### src/rtl/ps2m_pkg.sv
// ps2m_pkg: constants and types shared by the mouse report decoder.
// Assumes an 11-bit frame and a three-byte report with the status byte first.
package ps2m_pkg;

    localparam int FRAME_BITS = 11;

    // Status byte bit positions.
    localparam int ST_BTN_L = 0;
    localparam int ST_BTN_R = 1;
    localparam int ST_BTN_M = 2;
    localparam int ST_MARK  = 3;
    localparam int ST_SGN_X = 4;
    localparam int ST_SGN_Y = 5;
    localparam int ST_OVF_X = 6;
    localparam int ST_OVF_Y = 7;

    typedef enum logic [1:0] {
        IDX_STAT = 2'd0,
        IDX_X    = 2'd1,
        IDX_Y    = 2'd2
    } ps2m_idx_e;

    typedef struct packed {
        logic [8:0] dx;
        logic [8:0] dy;
        logic       ovf_x;
        logic       ovf_y;
        logic       btn_l;
        logic       btn_r;
        logic       btn_m;
    } ps2m_report_t;

endpackage

### src/rtl/ps2m_sync.sv
// ps2m_sync: multi-stage synchronizer for the asynchronous bus lines.
// Assumes the lines idle high, so every stage resets to 1.
module ps2m_sync #(
    parameter int WIDTH  = 2,
    parameter int STAGES = 2
) (
    input  logic             clk,
    input  logic             rst_n,
    input  logic [WIDTH-1:0] d,
    output logic [WIDTH-1:0] q
);

    logic [WIDTH-1:0] stage [STAGES];

    // First stage captures the raw asynchronous input.
    always_ff @(posedge clk) begin
        if (!rst_n) stage[0] <= '1;
        else        stage[0] <= d;
    end

    // Each later stage copies the stage before it.
    for (genvar s = 1; s < STAGES; s++) begin : g_stage
        always_ff @(posedge clk) begin
            if (!rst_n) stage[s] <= '1;
            else        stage[s] <= stage[s-1];
        end
    end

    assign q = stage[STAGES-1];

endmodule

### src/rtl/ps2m_frame_rx.sv
// ps2m_frame_rx: collects one 11-bit frame on falling bus-clock edges and checks
// its start, parity and stop bits. It also measures silence on the bus and gives
// a single pulse when GAP_CYCLES cycles pass with no falling edge.
// Assumes inputs already synchronized and GAP_CYCLES >= 2.
module ps2m_frame_rx
    import ps2m_pkg::*;
#(
    parameter int GAP_CYCLES = 500000
) (
    input  logic       clk,
    input  logic       rst_n,
    input  logic       line_clk,
    input  logic       line_dat,
    output logic       byte_vld,
    output logic [7:0] byte_q,
    output logic       frame_err,
    output logic       gap_hit
);

    localparam int GW = $clog2(GAP_CYCLES + 1);
    localparam int CW = $clog2(FRAME_BITS);
    localparam logic [GW-1:0] GAP_LAST = GW'(GAP_CYCLES - 1);
    localparam logic [GW-1:0] GAP_SAT  = GW'(GAP_CYCLES);
    localparam logic [CW-1:0] BIT_LAST = CW'(FRAME_BITS - 1);

    logic                  clk_d;
    logic                  fall;
    logic [CW-1:0]         bit_cnt;
    logic [FRAME_BITS-1:0] sh;
    logic [FRAME_BITS-1:0] frame_n;
    logic [GW-1:0]         idle_cnt;
    logic                  last_bit;
    logic                  frame_ok;

    assign fall     = clk_d & ~line_clk;
    assign frame_n  = {line_dat, sh[FRAME_BITS-1:1]};
    assign last_bit = (bit_cnt == BIT_LAST);
    assign frame_ok = ~frame_n[0] & frame_n[FRAME_BITS-1] & (^frame_n[9:1]);
    assign gap_hit  = (idle_cnt == GAP_LAST) & ~fall;

    // Delayed copy of the bus clock, used to find falling edges.
    always_ff @(posedge clk) begin
        if (!rst_n) clk_d <= 1'b1;
        else        clk_d <= line_clk;
    end

    // Silence counter: cleared by each falling edge, stops at the limit.
    always_ff @(posedge clk) begin
        if (!rst_n)                idle_cnt <= GAP_SAT;
        else if (fall)             idle_cnt <= '0;
        else if (idle_cnt != GAP_SAT) idle_cnt <= idle_cnt + 1'b1;
    end

    // Bit collection: shift in each sample, drop partial frames on silence.
    always_ff @(posedge clk) begin
        if (!rst_n) begin
            bit_cnt <= '0;
            sh      <= '0;
        end else if (fall) begin
            sh      <= frame_n;
            bit_cnt <= last_bit ? '0 : bit_cnt + 1'b1;
        end else if (gap_hit) begin
            bit_cnt <= '0;
        end
    end

    // Frame result: one pulse of byte or error after the last bit.
    always_ff @(posedge clk) begin
        if (!rst_n) begin
            byte_vld  <= 1'b0;
            frame_err <= 1'b0;
            byte_q    <= '0;
        end else begin
            byte_vld  <= fall & last_bit & frame_ok;
            frame_err <= fall & last_bit & ~frame_ok;
            if (fall & last_bit) byte_q <= frame_n[8:1];
        end
    end

    AST_BITCNT_RANGE: assert property (@(posedge clk) disable iff (!rst_n)
        bit_cnt <= BIT_LAST);
    AST_BYTE_AFTER_EDGE: assert property (@(posedge clk) disable iff (!rst_n)
        byte_vld |-> $past(fall));
    AST_BYTE_ERR_EXCL: assert property (@(posedge clk) disable iff (!rst_n)
        !(byte_vld && frame_err));
    AST_GAP_SINGLE: assert property (@(posedge clk) disable iff (!rst_n)
        gap_hit |=> !gap_hit);

endmodule

### src/rtl/ps2m_packet.sv
// ps2m_packet: groups three accepted bytes into one report, aligned on the
// status marker bit, and unpacks the fields. A frame error or bus silence sends
// the byte position back to the status byte.
// Assumes byte_vld, frame_err and gap_hit never occur in the same cycle.
module ps2m_packet
    import ps2m_pkg::*;
(
    input  logic         clk,
    input  logic         rst_n,
    input  logic         byte_vld,
    input  logic [7:0]   byte_q,
    input  logic         frame_err,
    input  logic         gap_hit,
    output ps2m_report_t rpt,
    output logic         rpt_vld,
    output logic         rpt_err
);

    ps2m_idx_e  idx;
    logic [7:0] stat_q;
    logic [7:0] xb_q;

    // Byte sequencing and report output.
    always_ff @(posedge clk) begin
        if (!rst_n) begin
            idx     <= IDX_STAT;
            stat_q  <= '0;
            xb_q    <= '0;
            rpt     <= '0;
            rpt_vld <= 1'b0;
            rpt_err <= 1'b0;
        end else begin
            rpt_vld <= 1'b0;
            rpt_err <= 1'b0;
            if (frame_err) begin
                idx     <= IDX_STAT;
                rpt_err <= 1'b1;
            end else if (gap_hit) begin
                idx <= IDX_STAT;
            end else if (byte_vld) begin
                case (idx)
                    IDX_STAT: begin
                        if (byte_q[ST_MARK]) begin
                            stat_q <= byte_q;
                            idx    <= IDX_X;
                        end
                    end
                    IDX_X: begin
                        xb_q <= byte_q;
                        idx  <= IDX_Y;
                    end
                    IDX_Y: begin
                        rpt.dx    <= {stat_q[ST_SGN_X], xb_q};
                        rpt.dy    <= {stat_q[ST_SGN_Y], byte_q};
                        rpt.ovf_x <= stat_q[ST_OVF_X];
                        rpt.ovf_y <= stat_q[ST_OVF_Y];
                        rpt.btn_l <= stat_q[ST_BTN_L];
                        rpt.btn_r <= stat_q[ST_BTN_R];
                        rpt.btn_m <= stat_q[ST_BTN_M];
                        rpt_vld   <= 1'b1;
                        idx       <= IDX_STAT;
                    end
                    default: idx <= IDX_STAT;
                endcase
            end
        end
    end

    AST_PKT_ONE_CYCLE: assert property (@(posedge clk) disable iff (!rst_n)
        rpt_vld |=> !rpt_vld);
    AST_FIELDS_HOLD: assert property (@(posedge clk) disable iff (!rst_n)
        !$stable(rpt) |-> rpt_vld);
    AST_VALID_ERR_EXCL: assert property (@(posedge clk) disable iff (!rst_n)
        !(rpt_vld && rpt_err));
    AST_ERR_RESTARTS: assert property (@(posedge clk) disable iff (!rst_n)
        rpt_err |-> (idx == IDX_STAT));
    AST_STATUS_MARKED: assert property (@(posedge clk) disable iff (!rst_n)
        (idx != IDX_STAT) |-> stat_q[ST_MARK]);
    AST_IDX_RANGE: assert property (@(posedge clk) disable iff (!rst_n)
        idx != 2'd3);

endmodule

### src/rtl/ps2m_decoder.sv
// ps2m_decoder: top of the mouse report decoder. Synchronizes the bus, receives
// frames and unpacks three-byte reports into signed deltas, flags and buttons.
// Assumes a receive-only bus and a system clock much faster than the bus clock.
module ps2m_decoder
    import ps2m_pkg::*;
#(
    parameter int SYNC_STAGES = 2,
    parameter int GAP_CYCLES  = 500000
) (
    input  logic       clk,
    input  logic       rst_n,
    input  logic       ps2_clk_i,
    input  logic       ps2_dat_i,
    output logic       pkt_valid,
    output logic [8:0] dx,
    output logic [8:0] dy,
    output logic       ovf_x,
    output logic       ovf_y,
    output logic       btn_l,
    output logic       btn_r,
    output logic       btn_m,
    output logic       pkt_err
);

    logic [1:0]   line_s;
    logic         byte_vld;
    logic [7:0]   byte_q;
    logic         frame_err;
    logic         gap_hit;
    ps2m_report_t rpt;

    ps2m_sync #(.WIDTH(2), .STAGES(SYNC_STAGES)) u_sync (
        .clk   (clk),
        .rst_n (rst_n),
        .d     ({ps2_clk_i, ps2_dat_i}),
        .q     (line_s)
    );

    ps2m_frame_rx #(.GAP_CYCLES(GAP_CYCLES)) u_frame (
        .clk       (clk),
        .rst_n     (rst_n),
        .line_clk  (line_s[1]),
        .line_dat  (line_s[0]),
        .byte_vld  (byte_vld),
        .byte_q    (byte_q),
        .frame_err (frame_err),
        .gap_hit   (gap_hit)
    );

    ps2m_packet u_pkt (
        .clk       (clk),
        .rst_n     (rst_n),
        .byte_vld  (byte_vld),
        .byte_q    (byte_q),
        .frame_err (frame_err),
        .gap_hit   (gap_hit),
        .rpt       (rpt),
        .rpt_vld   (pkt_valid),
        .rpt_err   (pkt_err)
    );

    assign dx    = rpt.dx;
    assign dy    = rpt.dy;
    assign ovf_x = rpt.ovf_x;
    assign ovf_y = rpt.ovf_y;
    assign btn_l = rpt.btn_l;
    assign btn_r = rpt.btn_r;
    assign btn_m = rpt.btn_m;

endmodule

### config.mk
export PLATFORM = sky130hd
export DESIGN_NAME = ps2m_decoder
export DESIGN_NICKNAME = d
export VERILOG_FILES = /design/src/rtl/ps2m_pkg.sv /design/src/rtl/ps2m_sync.sv /design/src/rtl/ps2m_frame_rx.sv /design/src/rtl/ps2m_packet.sv /design/src/rtl/ps2m_decoder.sv
export SDC_FILE = /design/constraint.sdc
export NUM_CORES = 1
export LEC_CHECK = 0
export BUFFER_PORTS_ARGS = -buffer_cell sky130_fd_sc_hd__buf_4
export CORE_UTILIZATION = 30
export DETAILED_ROUTE_END_ITERATION = 7
export PLACE_DENSITY = 0.45
export RECOVER_POWER = 100
export SETUP_SLACK_MARGIN = 0.4
export SLEW_MARGIN = 20
export SYNTH_ARGS = -nofsm -noshare
export SYNTH_HDL_FRONTEND = slang
export SYNTH_HIERARCHICAL = 1
export SYNTH_SLANG_ARGS = --single-unit
### constraint.sdc
create_clock -name clk -period 4 [get_ports clk]
set_clock_uncertainty 0.05 [all_clocks]
set_input_delay 0.6 -clock clk [delete_from_list [all_inputs] [get_ports clk]]
set_output_delay 0.6 -clock clk [all_outputs]
set_load 0.05 [all_outputs]
==> out/metrics.csv, run 1 <==
stage,metric,value,unit
setup_path,crit_fanout,24,
placement,dp_worst_setup_slack,1617,ps
routing,wl_per_cell,12.36,µm
routing,routed_wirelength,7181,µm
worst_hold_path,hold_path_end,u_sync/stage[1][1],
status,status,completed,
floorplanning,die_w,113.9,µm
floorplanning,core_area,12110,µm²
synth,synthCells,390,
routing,dr_wl_met2,2970,µm
placement,place.gp.congestion,0.7600,
synth,syn_avg_cell_area,9.628,µm²
setup_path,slowest_delay,620,ps
setup_path,crit_required,4200,ps
floorplanning,dieArea,12970,µm²
floorplanning,start_util,31.00,%
placement,dp_hpwl,4652,µm
job,maxCapViolations,0,
clock_network,cts_setup_buffers,0,
setup_path,crit_type,flop to flop,
global_routing,overflow,0,
sta,hold_viol_final,0,
pwr,p_total,1.882,mW
global_routing,grt_max_degree,53,
global_routing,track_usage,12.19,%
floorplanning,fp-row-count,40,
clock_network,cts_resized,0,
routing,highest_layer,met4,
cells_and_area,diodes,0,
synth,yosysWarnings,6,
setup_path,end_kind,flop,
routing,antenna_left,0,
sta,slew_violations,0,
pwr,p_leak,1.702,nW
clock_network,hold_buffers,0,
cells_and_area,final-seq-area,1802,µm²
synth,synthesis.nets,398,
routing,drc,0,
routing,via_count,2637,
pwr,powerDensity,440.1,nW/µm²
routing,met1_length,3808,µm
global_routing,grt_pass1_wl,12210,µm
worst_hold_path,hold_class,flop to flop,
floorplanning,die_y,113.9,µm
sta,fin_ws,1240,ps
synth,yosysSeqAreaShare,47.98,%
cells_and_area,layout.nets,418,
clock_network,clkSinkCount,90,
setup_path,cpLargestDelayFamily,simple AND/OR/NAND/NOR gates,
setup_path,rr_worst_depth,7,
setup_path,worst-path-buf-inv,1,
synth,ys_async_sr_fraction,0,%
sta,layout_min_cycle_time,2761,ps
synth,syn_area,3755,µm²
floorplanning,io_pins,29,
sta,fin_tns_setup,0,ps
sta,setup_violations,0,
sta,hold_slack,357.0,ps
clock_network,cts-root-buf,clkbuf_16,
routing,viasPerCell,4.539,
setup_path,path_cells,ha_1 -> nand4_1 -> nor4_1 -> nor2_1 -> nand4b_1 -> clkbuf_2 -> mux2i_1,
cells_and_area,layout-drive-gt1-share,6.538,%
worst_hold_path,hold_start,u_sync/stage[0][1],
sta,rsz0062_at_grt,no,
sta,slew_headroom,27.15,%
clock_network,clockBufferDepth,2,
cells_and_area,multi_input_area,1787,µm²
pwr,peakVddDrop,0.0001631,V
placement,port_buffers,28,
cells_and_area,area_delta_synth_final,13.86,%
routing,detail_route.first_pass.iterations,4,
worst_hold_path,holdPathStages,1,
setup_path,rr_endpoint,u_pkt/rpt[6],
sta,fmax,0.3623,GHz
synth,ys_seq_elements,90,
sta,timing.final.crit_share,69.01,%
clock_network,cts_made_buffers,9,
clock_network,htree_num_levels,3,
setup_path,r2r_slack,1240,ps
routing,wl_met3,240,µm
setup_path,arrival,2970,ps
setup_path,start_kind,flop,
setup_path,rr_startpoint,u_frame/idle_cnt[0],
synth,synth_edf_count,0,
clock_network,worstSkewPairLatency,340,ps
routing,drtIter0Drc,155,
global_routing,antenna_found_initial,0,
global_routing,grt_pass1_vias,2488,
synth,synth_cell_types,45,
synth,ys.flop_type,dfxtp_1,
sta,worst_pin_slew,1089,ps
setup_path,crit_slowest_cell,clkbuf_2,
cells_and_area,fillCellCount,1291,
clock_network,cts_tree,built,
clock_network,path_clk_slew,70,ps
-- cell usage after synthesis (2+ instances only) --
cell | n | share of area, %
dfxtp_1 | 90 | 48
nand2_1 | 75 | 7.5
mux2i_1 | 46 | 12
nor2_1 | 17 | 1.7
nand3_1 | 13 | 1.7
clkbuf_1 | 12 | 1.2
xnor2_1 | 12 | 2.8
a21boi_0 | 11 | 2.2
nor2b_1 | 10 | 1.7
inv_1 | 9 | 0.90
nand2b_1 | 9 | 1.5
buf_2 | 8 | 1.1
nor3_1 | 6 | 0.80
o21ai_0 | 6 | 0.80
xor2_1 | 6 | 1.4
nand4_1 | 5 | 0.83
a21oi_1 | 4 | 0.53
ha_1 | 4 | 1.3
or4_1 | 4 | 0.80
and2_1 | 3 | 0.50
and3_1 | 3 | 0.50
nand3b_1 | 3 | 0.60
nor4_1 | 3 | 0.50
o211ai_1 | 3 | 0.60
and4_2 | 2 | 0.53
and4bb_1 | 2 | 0.67
nand4b_1 | 2 | 0.47
nor3b_1 | 2 | 0.40
o21a_1 | 2 | 0.40
o311a_1 | 2 | 0.53
o311a_2 | 2 | 0.60
-- layer usage --
| layer | vias up | global-route usage, % |
|---|---|---|
| met5 | - | 0 |
| met2 | 40 | 18.70 |
| met4 | 0 | 6.494 |
| li1 | 1374 | - |
| met1 | 1212 | 15.92 |
| met3 | 11 | 2.816 |
-- sequential cells by signal (all words and copies together), names as in the netlist --
register           cells
u_frame/byte_q         8
u_frame/bit_cnt        4
u_pkt/rpt_err          1
u_pkt/rpt             23
u_pkt/xb_q             8
u_sync/stage           4
u_pkt/stat_q           7
u_frame/sh            10
u_pkt/rpt_vld          1
u_frame/idle_cnt      19
u_frame/clk_d          1
u_pkt/idx              2
u_frame/byte_vld       1
u_frame/frame_err      1
-- layout make-up --
class,instances,share of cell area (%)
flip-flops and latches,90,42.14
inverters,9,0.7902
well taps,168,4.917
multi-input cells,269,41.79
repair buffers,31,3.190
clock inverters,5,1.902
clock buffers,9,5.268
-- kinds of logic (layout without fill, tap and decap cells) --
group	count (synthesis)	in the layout	share of synthesized area (%)
simple gates	166	166	23.29
buf+inv	31	54	3.665
compound gates	33	33	6.365
flops	90	90	47.98
mux	47	47	12.56
fa+ha+maj	4	4	1.333
xor+xnor	19	19	4.798
-- through the flow --
step | instances | utilization (%) | area, µm²
finish | 581 | 35.30 | 4275
global route | 581 | 35.30 | 4275
CTS | 581 | 36.33 | 4400
detailed placement | 567 | 33.80 | 4094
global placement | 567 | 33.80 | 4094
floorplan | 390 | - | 3755
-- placed cells by master (no fill, tap or decap), drive strengths merged, types with 5 or more instances in the layout --
cell type / n
buf: 5
o21ai: 6
nor2: 18
nand3: 13
nor2b: 10
xnor2: 12
xor2: 6
mux2i: 46
dfxtp: 90
nand4: 7
nand2: 75
nor3: 7
nand2b: 9
clkbuf: 35
inv: 9
a21boi: 11
-- where the power goes --
group          switching, mW  total [mW]  leakage (nW)  internal [mW]
clock network          0.339       0.879         0.147          0.540
logic                 0.0486      0.0803         0.827         0.0316
registers             0.0133       0.922         0.728          0.909
-- worst register-to-register path, stage by stage, from the launching register on --
cell and delay, ps:
dfxtp_1 390, ha_1 230, nand4_1 400, nor4_1 450, nor2_1 150, nand4b_1 120, clkbuf_2 620, mux2i_1 270
-- how the worst max path moves through the flow --
| stage | start | to | slack, ps | cells after the start |
|---|---|---|---|---|
| floorplan | u_frame/idle_cnt[0] | u_pkt/rpt[15] | 1940 | 9 |
| global placement | u_frame/idle_cnt[0] | u_pkt/xb_q[5] | 1700 | 6 |
| detailed placement | u_frame/idle_cnt[1] | u_pkt/rpt[6] | 1620 | 7 |
| CTS | u_frame/idle_cnt[0] | u_pkt/rpt[6] | 1590 | 7 |
| global route | u_frame/idle_cnt[0] | u_pkt/rpt[21] | 950 | 7 |
| finish | u_frame/idle_cnt[0] | u_pkt/rpt[6] | 1240 | 7 |
No activity file was read; power rests on OpenSTA's default activity.
==> run 2: changes to the inputs <==
Settings changed: PLACE_DENSITY 0.45 to 0.46.
Clock period 4 ns to 2.35 ns, I/O delays scaled along.
==> out/metrics.csv, run 2 (same netlist as run 1, synthesis figures left out) <==
stage,metric,value,unit,change
setup_path,slowest_delay,370,ps,was 620 ps
placement,place.gp.congestion,0.7633,,was 0.7600
setup_path,cpLargestDelayFamily,simple AND/OR/NAND/NOR gates,,unchanged
sta,slew_violations,0,,unchanged
routing,wl_per_cell,13.03,µm,was 12.36 µm
sta,setup_violations,0,,unchanged
routing,detail_route.first_pass.iterations,4,,unchanged
floorplanning,die_w,113.9,µm,unchanged
job,maxCapViolations,0,,unchanged
sta,rsz0062_at_grt,yes,,was no
cells_and_area,final_common_cell,dfxtp_1,,unchanged
floorplanning,dieArea,12970,µm²,unchanged
setup_path,crit_fanout,6,,was 24
clock_network,cts_tree,built,,unchanged
routing,routed_wirelength,7737,µm,was 7181 µm
setup_path,start_kind,flop,,unchanged
global_routing,antenna_found_initial,0,,unchanged
routing,antenna_left,0,,unchanged
clock_network,hold_buffers,0,,unchanged
placement,port_buffers,28,,unchanged
clock_network,clockBufferDepth,2,,unchanged
sta,slew_headroom,48.83,%,was 27.15%
setup_path,r2r_slack,330,ps,was 1240 ps
setup_path,crit_slowest_cell,dfxtp_2,,was clkbuf_2
sta,fmax,0.4962,GHz,was 0.3623 GHz
clock_network,htree_num_levels,3,,unchanged
cells_and_area,reg_top3,"u_pkt/rpt: 23 flops, u_frame/idle_cnt: 19 flops, u_frame/sh: 10 flops",,unchanged
routing,via_count,2681,,was 2637
routing,viasPerCell,4.513,,was 4.539
cells_and_area,largest_reg_flops,23,,unchanged
clock_network,worstSkewPairLatency,340,ps,about the same
global_routing,grt_max_degree,75,,was 53
clock_network,cts_made_buffers,9,,unchanged
sta,worst_pin_slew,767.5,ps,was 1089 ps
setup_path,worst-path-buf-inv,2,,was 1
cells_and_area,finalNonFillerCells,594,,was 581
global_routing,overflow,0,,unchanged
sta,timing.final.crit_share,85.76,%,was 69.01%
cells_and_area,layout-drive-gt1-share,11.03,%,was 6.538%
cells_and_area,diodes,0,,unchanged
floorplanning,core_area,12110,µm²,unchanged
placement,dp_hpwl,4845,µm,was 4652 µm
floorplanning,io_pins,29,,unchanged
setup_path,crit_type,flop to flop,,unchanged
pwr,peakVddDrop,0.0002907,V,was 0.0001631 V
cells_and_area,top_register,u_pkt/rpt,,unchanged
global_routing,grt_pass1_vias,2515,,was 2488
clock_network,path_clk_slew,60,ps,was 70 ps
clock_network,cts-root-buf,clkbuf_16,,unchanged
sta,layout_min_cycle_time,2015,ps,was 2761 ps
setup_path,path_cells,ha_1 -> nand4_1 -> nor4_4 -> nor2_2 -> nand4b_1 -> buf_6 -> clkbuf_16 -> mux2i_1,,was ha_1 -> nand4_1 -> nor4_1 -> nor2_1 -> nand4b_1 -> clkbuf_2 -> mux2i_1
global_routing,track_usage,12.29,%,was 12.19%
pwr,p_leak,1.795,nW,was 1.702 nW
clock_network,clkSinkCount,90,,unchanged
floorplanning,die_y,113.9,µm,unchanged
sta,fin_tns_setup,0,ps,unchanged
cells_and_area,area_delta_synth_final,18.69,%,was 13.86%
routing,drc,0,,unchanged
worst_hold_path,hold_class,primary input to flop,,was flop to flop
global_routing,grt_pass1_wl,12360,µm,was 12210 µm
cells_and_area,layout_common_cells,"dfxtp_1, nand2_1, mux2i_1, clkbuf_1, nor2_1",,unchanged
floorplanning,start_util,31.00,%,unchanged
cells_and_area,fillCellCount,1320,,was 1291
floorplanning,fp-row-count,40,,unchanged
setup_path,crit_required,2560,ps,was 4200 ps
routing,drtIter0Drc,80,,was 155
setup_path,end_kind,flop,,unchanged
setup_path,arrival,2230,ps,was 2970 ps
sta,hold_viol_final,0,,unchanged
cells_and_area,layout.nets,430,,was 418
pwr,powerDensity,711.8,nW/µm²,was 440.1 nW/µm²
placement,place_inst,574,,was 567
status,status,completed,,unchanged
[run 2: changes by cell type in the layout (fill, tap and decap cells not counted), moves of 2 or more]
cell       before  now
dfxtp_1        90   84
dfxtp_2         0    6
clkbuf_1       25   29
buf_6           0    3
clkbuf_16       9   11
nor2_1         18   16
nor4_1          4    2
nor4_4          0    2
[run 2: layer usage]
layer | vias up | part of all wire (%) | global-route usage [%]
met5 | - | 0 | 0
met4 | 0 | 0.79 | 3.896
met3 | 6 | 3.4 | 4.038
met2 | 41 | 48 | 20.41
met1 | 1234 | 48 | 15.06
li1 | 1400 | - | -
[run 2: area by class of cell]
| cell class | instances | area (µm²) | share of cell area (%) |
|---|---|---|---|
| multi-input cells | 269 | 1831 | 41.07 |
| repair buffers | 43 | 270.3 | 6.064 |
| clock buffers | 10 | 239.0 | 5.362 |
| flip-flops and latches | 90 | 1809 | 40.60 |
| clock inverters | 5 | 63.81 | 1.432 |
| well taps | 168 | 210.2 | 4.716 |
| inverters | 9 | 33.78 | 0.7580 |
[run 2: final timing paths]
kind	end	depth (start not counted)	startpoint
worst max-delay path	u_pkt/rpt[14]	8	u_frame/idle_cnt[1]
worst min-delay path	u_sync/stage[0][1]	2	ps2_clk_i
worst max register to register	u_pkt/rpt[14]	8	u_frame/idle_cnt[1]
worst min register to register	u_sync/stage[1][0]	1	u_sync/stage[0][0]
[run 2: power by group]
group	internal, mW	total [mW]	switching [mW]
clock network	0.854	1.45	0.599
registers	1.55	1.57	0.0251
logic	0.0559	0.145	0.0888
total	2.46	3.17	0.713
[run 2: metrics by stage]
step | setup slack (ps) | area, µm² | power [mW] | hold slack [ps] | util [%]
final | 334.7 | 4457 | 3.172 | 145.3 | 36.80
after global routing | 189.7 | 4457 | 3.307 | 140.8 | 36.80
after CTS | 351.8 | 4481 | 3.230 | 136.5 | 36.99
after detailed placement | 246.3 | 4172 | 1.755 | 347.8 | 34.44
after global placement | 283.3 | 4172 | 1.754 | 344.8 | 34.44
after floorplan | 363.5 | 3761 | 1.708 | 336.3 | -
[run 2: worst reg2reg max path, delay by kind of cell, from the launching register on]
| kind | cells | cell delay [ps] |
|---|---|---|
| muxes | 1 | 190 |
| adders and majority gates | 1 | 220 |
| and+or+nand+nor | 4 | 830 |
| buffers and inverters | 2 | 290 |
| DFF | 1 | 370 |
[run 2: repair_timing]
action	4_1_cts	5_1_grt
pin swaps	0	5
resized for setup	1	14
gates cloned	0	3
setup endpoints to repair	39	39
buffers inserted	0	2
